`config.mk`:
```
export PLATFORM = sky130hd
export DESIGN_NAME = sreg_guard
export DESIGN_NICKNAME = d
export VERILOG_FILES = /design/src/rtl/sreg_pkg.sv /design/src/rtl/sreg_prot_dec.sv /design/src/rtl/sreg_wp_track.sv /design/src/rtl/sreg_guard.sv
export SDC_FILE = /design/constraint.sdc
export NUM_CORES = 1
export LEC_CHECK = 0
export BUFFER_PORTS_ARGS = -buffer_cell sky130_fd_sc_hd__buf_2
export CORE_MARGIN = 2
export CORE_UTILIZATION = 37
export CTS_BUF_LIST = sky130_fd_sc_hd__clkbuf_8
export DETAILED_ROUTE_END_ITERATION = 10
export PLACE_DENSITY = 0.81
export SETUP_SLACK_MARGIN = 0.4
export SYNTH_ARGS = -nofsm -noshare
export SYNTH_HDL_FRONTEND = slang
export SYNTH_HIERARCHICAL = 1
export SYNTH_SLANG_ARGS = --single-unit
```
`constraint.sdc`:
```
create_clock -name clk -period 1.42 [get_ports clk]
set_input_delay 0.142 -clock clk [delete_from_list [all_inputs] [get_ports clk]]
set_output_delay 0.142 -clock clk [all_outputs]
set_load 0.1 [all_outputs]
```
`src/rtl/sreg_pkg.sv`:
```
package sreg_pkg;
  localparam int unsigned SR_W   = 8;
  localparam int unsigned B_WPEN = 7;
  localparam int unsigned B_IPL  = 6;
  localparam int unsigned B_LIP  = 4;
  localparam int unsigned B_WEL  = 1;
  localparam logic [SR_W-1:0] WR_MASK = 8'b1101_1100;

  typedef enum logic [1:0] {
    BP_NONE = 2'b00,
    BP_QTR  = 2'b01,
    BP_HALF = 2'b10,
    BP_ALL  = 2'b11
  } bp_e;

  // Merge a status-write data byte into the stored writable bits.
  function automatic logic [SR_W-1:0] sr_merge(input logic [SR_W-1:0] old_v,
                                               input logic [SR_W-1:0] data);
    logic [SR_W-1:0] nv;
    nv = (old_v & ~WR_MASK) | (data & WR_MASK);
    if (data[B_IPL] && data[B_LIP]) begin
      nv[B_IPL] = old_v[B_IPL];
      nv[B_LIP] = old_v[B_LIP];
    end
    nv[B_LIP] = nv[B_LIP] | old_v[B_LIP];
    return nv;
  endfunction

  // Status writes are blocked when the pin gate is enabled and the pin went low.
  function automatic logic st_gate(input logic wel, input logic wpen,
                                   input logic wp_low);
    return wel & ~(wpen & wp_low);
  endfunction
endpackage

```
`src/rtl/sreg_prot_dec.sv`:
```
module sreg_prot_dec
  import sreg_pkg::*;
#(
  parameter int unsigned ADDR_W = 17
) (
  input  logic [1:0]        bp,
  input  logic [ADDR_W-1:0] addr,
  output logic              arr_locked,
  output logic              idp_locked
);
  localparam logic [ADDR_W-1:0] QTR_BASE  = ADDR_W'(3) << (ADDR_W - 2);
  localparam logic [ADDR_W-1:0] HALF_BASE = ADDR_W'(1) << (ADDR_W - 1);

  function automatic logic in_range(input logic [1:0] sel,
                                    input logic [ADDR_W-1:0] a);
    case (bp_e'(sel))
      BP_NONE: return 1'b0;
      BP_QTR:  return a >= QTR_BASE;
      BP_HALF: return a >= HALF_BASE;
      default: return 1'b1;
    endcase
  endfunction

  assign arr_locked = in_range(bp, addr);
  assign idp_locked = in_range(bp, addr) | (bp == BP_ALL);
endmodule

```
`src/rtl/sreg_wp_track.sv`:
```
module sreg_wp_track (
  input  logic clk,
  input  logic rst_n,
  input  logic sel_start,
  input  logic wp_n,
  output logic wp_low_seen
);
  logic seen_q;

  always_ff @(posedge clk or negedge rst_n) begin
    if (!rst_n) seen_q <= 1'b0;
    else        seen_q <= (sel_start ? 1'b0 : seen_q) | ~wp_n;
  end

  assign wp_low_seen = seen_q | ~wp_n;
endmodule

```
`src/rtl/sreg_guard.sv`:
```
module sreg_guard
  import sreg_pkg::*;
#(
  parameter int unsigned ADDR_W = 17
) (
  input  logic              clk,
  input  logic              rst_n,
  input  logic              cmd_wren,
  input  logic              cmd_wrdi,
  input  logic              sel_start,
  input  logic              sel_end,
  input  logic              req_array,
  input  logic              req_idpg,
  input  logic              req_status,
  input  logic [ADDR_W-1:0] addr,
  input  logic [7:0]        wrsr_data,
  input  logic              wp_n,
  input  logic              cyc_busy,
  input  logic              write_done,
  input  logic              acc_end,
  output logic [7:0]        status_byte,
  output logic              grant_array,
  output logic              grant_idpg,
  output logic              grant_status,
  output logic              deny
);
  logic [SR_W-1:0] sr_q;
  logic            wel_q;
  logic            arr_locked, idp_locked, wp_low_seen;
  logic            decide, sel_st, sel_id, sel_ar;
  logic            ok_st, ok_id, ok_ar, take_st, take_id, take_ar, refuse;

  sreg_prot_dec #(.ADDR_W(ADDR_W)) i_dec (
    .bp        (sr_q[3:2]),
    .addr      (addr),
    .arr_locked(arr_locked),
    .idp_locked(idp_locked)
  );

  sreg_wp_track i_wp (
    .clk        (clk),
    .rst_n      (rst_n),
    .sel_start  (sel_start),
    .wp_n       (wp_n),
    .wp_low_seen(wp_low_seen)
  );

  // One request kind per frame; status outranks ID page, ID page outranks array.
  assign decide = sel_end & ~cyc_busy;
  assign sel_st = req_status;
  assign sel_id = req_idpg & ~req_status;
  assign sel_ar = req_array & ~req_idpg & ~req_status;

  assign ok_st = st_gate(wel_q, sr_q[B_WPEN], wp_low_seen);
  assign ok_id = wel_q & ~sr_q[B_LIP] & ~idp_locked;
  assign ok_ar = wel_q & ~arr_locked;

  assign take_st = decide & sel_st & ok_st;
  assign take_id = decide & sel_id & ok_id;
  assign take_ar = decide & sel_ar & ok_ar;
  assign refuse  = decide & ((sel_st & ~ok_st) | (sel_id & ~ok_id) | (sel_ar & ~ok_ar));

  always_ff @(posedge clk or negedge rst_n) begin
    if (!rst_n) begin
      sr_q         <= '0;
      wel_q        <= 1'b0;
      grant_array  <= 1'b0;
      grant_idpg   <= 1'b0;
      grant_status <= 1'b0;
      deny         <= 1'b0;
    end else begin
      if (write_done)                 wel_q <= 1'b0;
      else if (!cyc_busy && cmd_wrdi) wel_q <= 1'b0;
      else if (!cyc_busy && cmd_wren) wel_q <= 1'b1;

      // A granted status write overrides an access-end clear in the same cycle.
      if (take_st)      sr_q <= sr_merge(sr_q, wrsr_data);
      else if (acc_end) sr_q[B_IPL] <= 1'b0;

      grant_array  <= take_ar;
      grant_idpg   <= take_id;
      grant_status <= take_st;
      deny         <= refuse;
    end
  end

  assign status_byte = sr_q | {6'b0, wel_q, cyc_busy};
endmodule

```
==> flow_summary_export.csv <==
group,metric,value,unit
detailed_routing,routed_wl,1120,um
cells_and_area,fillers,107,
synthesis,syn_inst,47,
synthesis,yosysTopAreaCell,"dfrtp_1",
synthesis,synth.most_common_cell,"dfrtp_1",
cells_and_area,syn_to_final_growth,63.3,%
floorplan,die_w,42.5,um
detailed_routing,drt_iter0_markers,5,
detailed_routing,drc,0,
sta,fin_skew,0.000658,ns
floorplan,die_y,42.5,um
cts,root_buffer,"clkbuf_8",
synthesis,postSynthAreaPerCell,11.7,um^2
cts,clkSinkCount,11,
setup_path,worstPathRequired,1.54,ns
cts,cts_htree_levels,1,
sta,hold_viol,0,
placed_design,place.gp.congestion,0.707,
sta,finalSetupViolCount,0,
placed_design,place_ws,0.0393,ns
sta,worst_hold_slack,0.0565,ns
detailed_routing,via_per_inst,4.72,
synthesis,ys.flop_type,"dfrtp_1",
floorplan,ios,50,
floorplan,rows,13,
detailed_routing,firstDrtPassIters,4,
power_and_ir_drop,fin_total_pwr,1.11,mW
synthesis,syn-num-nets,85,
worst_hold_path,min_from,"write_done",
synthesis,synth_area_leaders,"dfrtp_1 (50%), mux2_4 (8.2%), buf_4 (4.1%)",
floorplan,die_area,1810,um^2
setup_path,critPathLaunchType,"flip-flop",
cells_and_area,final_layout_size_suffix_gt1_frac,0.699,
setup_path,critical_path_class,"flip-flop to flip-flop",
grt,grt_antenna_before_repair,0,
power_and_ir_drop,irDropWorstVdd,0.484,mV
grt,grt_start_max_net_pins,12,
cts,clock_insertion_delay_worst_skew,0.24,ns
synthesis,synthArstFlopShare,1.00,
grt,grt_use_total,0.146,
sta,final_max_slew_viol_count,0,
synthesis,synth_edf_count,0,
detailed_routing,routedWlPerCell,11.4,um
sta,fin_tns_setup,0,ns
setup_path,endpoint_kind,"flip-flop",
status,status,"finished, final reports clean",
synthesis,synth_area,549,um^2
grt,grt_pass1_vias,435,
setup_path,crit_fanout,3,
sta,setup_ws,0.0654,ns
floorplan,start_util,0.407,
cts,clockBufferDepth,2,
floorplan,core_area,1350,um^2
cts,numCtsBuffers,3,
cts,cts.clk_slew.worst_paths,0.05,ns
setup_path,critPathArrivalTime,1.47,ns
sta,max_freq,738,MHz
synthesis,yosysUniqueCellTypes,23,
setup_path,startpoint,"sr_q[2]$_DFFE_PN0P_",
flow_run,drv_cap,0,
cells_and_area,nets,122,
sta,rsz0062_at_grt,"true",
placed_design,io_buffers,30,
synthesis,yosysWarningCount,6,
synthesis,synth_commonest_cells,"dfrtp_1 (11), inv_1 (5), nand2_1 (4)",
placed_design,hpwl,860,um
detailed_routing,final_antenna_net_count,0,
detailed_routing,dr_total_vias,463,
synthesis,ys_ff_latch,11,
worst_hold_path,hold_class,"input port to flip-flop",
setup_path,r2r-start,"sr_q[2]$_DFFE_PN0P_",
cells_and_area,final_core_util,0.665,
synthesis,netlist.area_leader.share,0.501,
grt,grt-ovfl-total,0,
cts,cts_tree,"built",
sta,min_period,1.35,ns
power_and_ir_drop,leakage,0.455,nW
grt,grt_first_pass_wirelength,1870,um
cells_and_area,antenna_cells,0,
power_and_ir_drop,power_density,1240,nW/um^2
sta,fin_crit_sh,0.954,
synthesis,seq_area_frac_synth,0.501,
placed cells by master (no fill, tap or decap), types with 3 or more instances in the layout:
cell type,n
dfrtp_1,3
buf_12,3
buf_2,20
mux2_4,3
clkbuf_8,3
buf_4,5
nand2_1,3
inv_1,5
buf_6,6
dfrtp_2,6
stage by stage:
step           std cells  cell area [um^2]
2_1_floorplan         47               564
3_3_place_gp          89               711
3_5_place_dp          89               711
4_1_cts               97               865
5_1_grt               98               897
6_report              98               897
timing repair:
item	4_1_cts	5_1_grt
hold buffers	1	0
pin swaps	2	5
setup endpoints to repair	18	14
setup buffers	3	1
gates resized for setup	24	6
hold endpoints to repair	11	0
power breakdown:
group / internal (mW) / total (mW) / switching, mW
registers: 0.350 / 0.380 / 0.0305
clock network: 0.189 / 0.302 / 0.113
logic: 0.160 / 0.429 / 0.269
total: 0.699 / 1.11 / 0.412
registers in the layout, indices dropped and copies added (netlist names):
| signal | cells |
|---|---|
| wel_q | 1 |
| grant_array | 1 |
| i_wp/seen_q | 1 |
| sr_q | 5 |
| grant_idpg | 1 |
| deny | 1 |
| grant_status | 1 |
cell families (layout without fill, tap and decap cells):
kind of cell	Yosys count	after routing	share of synthesized area
buffers and inverters	8	44	0.0752
AOI/OAI and AO/OA	8	8	0.128
muxes	4	4	0.100
and+or+nand+nor	15	15	0.189
other	1	1	0.00683
DFF	11	11	0.501
layout make-up:
| class | instances | area, um^2 | area share |
|---|---|---|---|
| clock buffer | 3 | 41.3 | 0.0460 |
| tap | 15 | 18.8 | 0.0209 |
| timing repair buffer | 35 | 275 | 0.307 |
| clock inverter | 1 | 3.75 | 0.00418 |
| sequential | 11 | 290 | 0.324 |
| inverter | 5 | 18.8 | 0.0209 |
| multi-input combinational | 28 | 249 | 0.278 |
worst max-delay path, stage by stage, from the launching register on:
cell      delay, ns
dfrtp_4        0.48
o21ai_2        0.15
nand2_1        0.06
or3b_4         0.40
nand3_2        0.07
o221ai_2       0.07
routing by layer:
metal / part of all wire / wire length, um / global-route usage / up-vias
met1: 0.41 / 463 / 0.176 / 200
li1: - / - / - / 230
met4: 0.029 / 33 / 0.113 / 0
met2: 0.47 / 523 / 0.215 / 29
met5: 0 / 0 / 0 / -
met3: 0.089 / 100 / 0.0431 / 4
path summary, 6_finish.rpt:
| check | end | slack, ns | depth (start not counted) |
|---|---|---|---|
| max | deny$_DFF_PN0_ | 0.07 | 5 |
| max in group asynchronous | sr_q[2]$_DFFE_PN0P_ | 0.88 | 2 |
| min reg2reg | sr_q[4]$_DFFE_PN0P_ | 0.50 | 2 |
| min | wel_q$_DFFE_PN0P_ | 0.06 | 2 |
| min in group asynchronous | grant_array$_DFF_PN0_ | 0.31 | 2 |
| max reg2reg | deny$_DFF_PN0_ | 0.07 | 5 |
(Power assumes the default switching activity.)
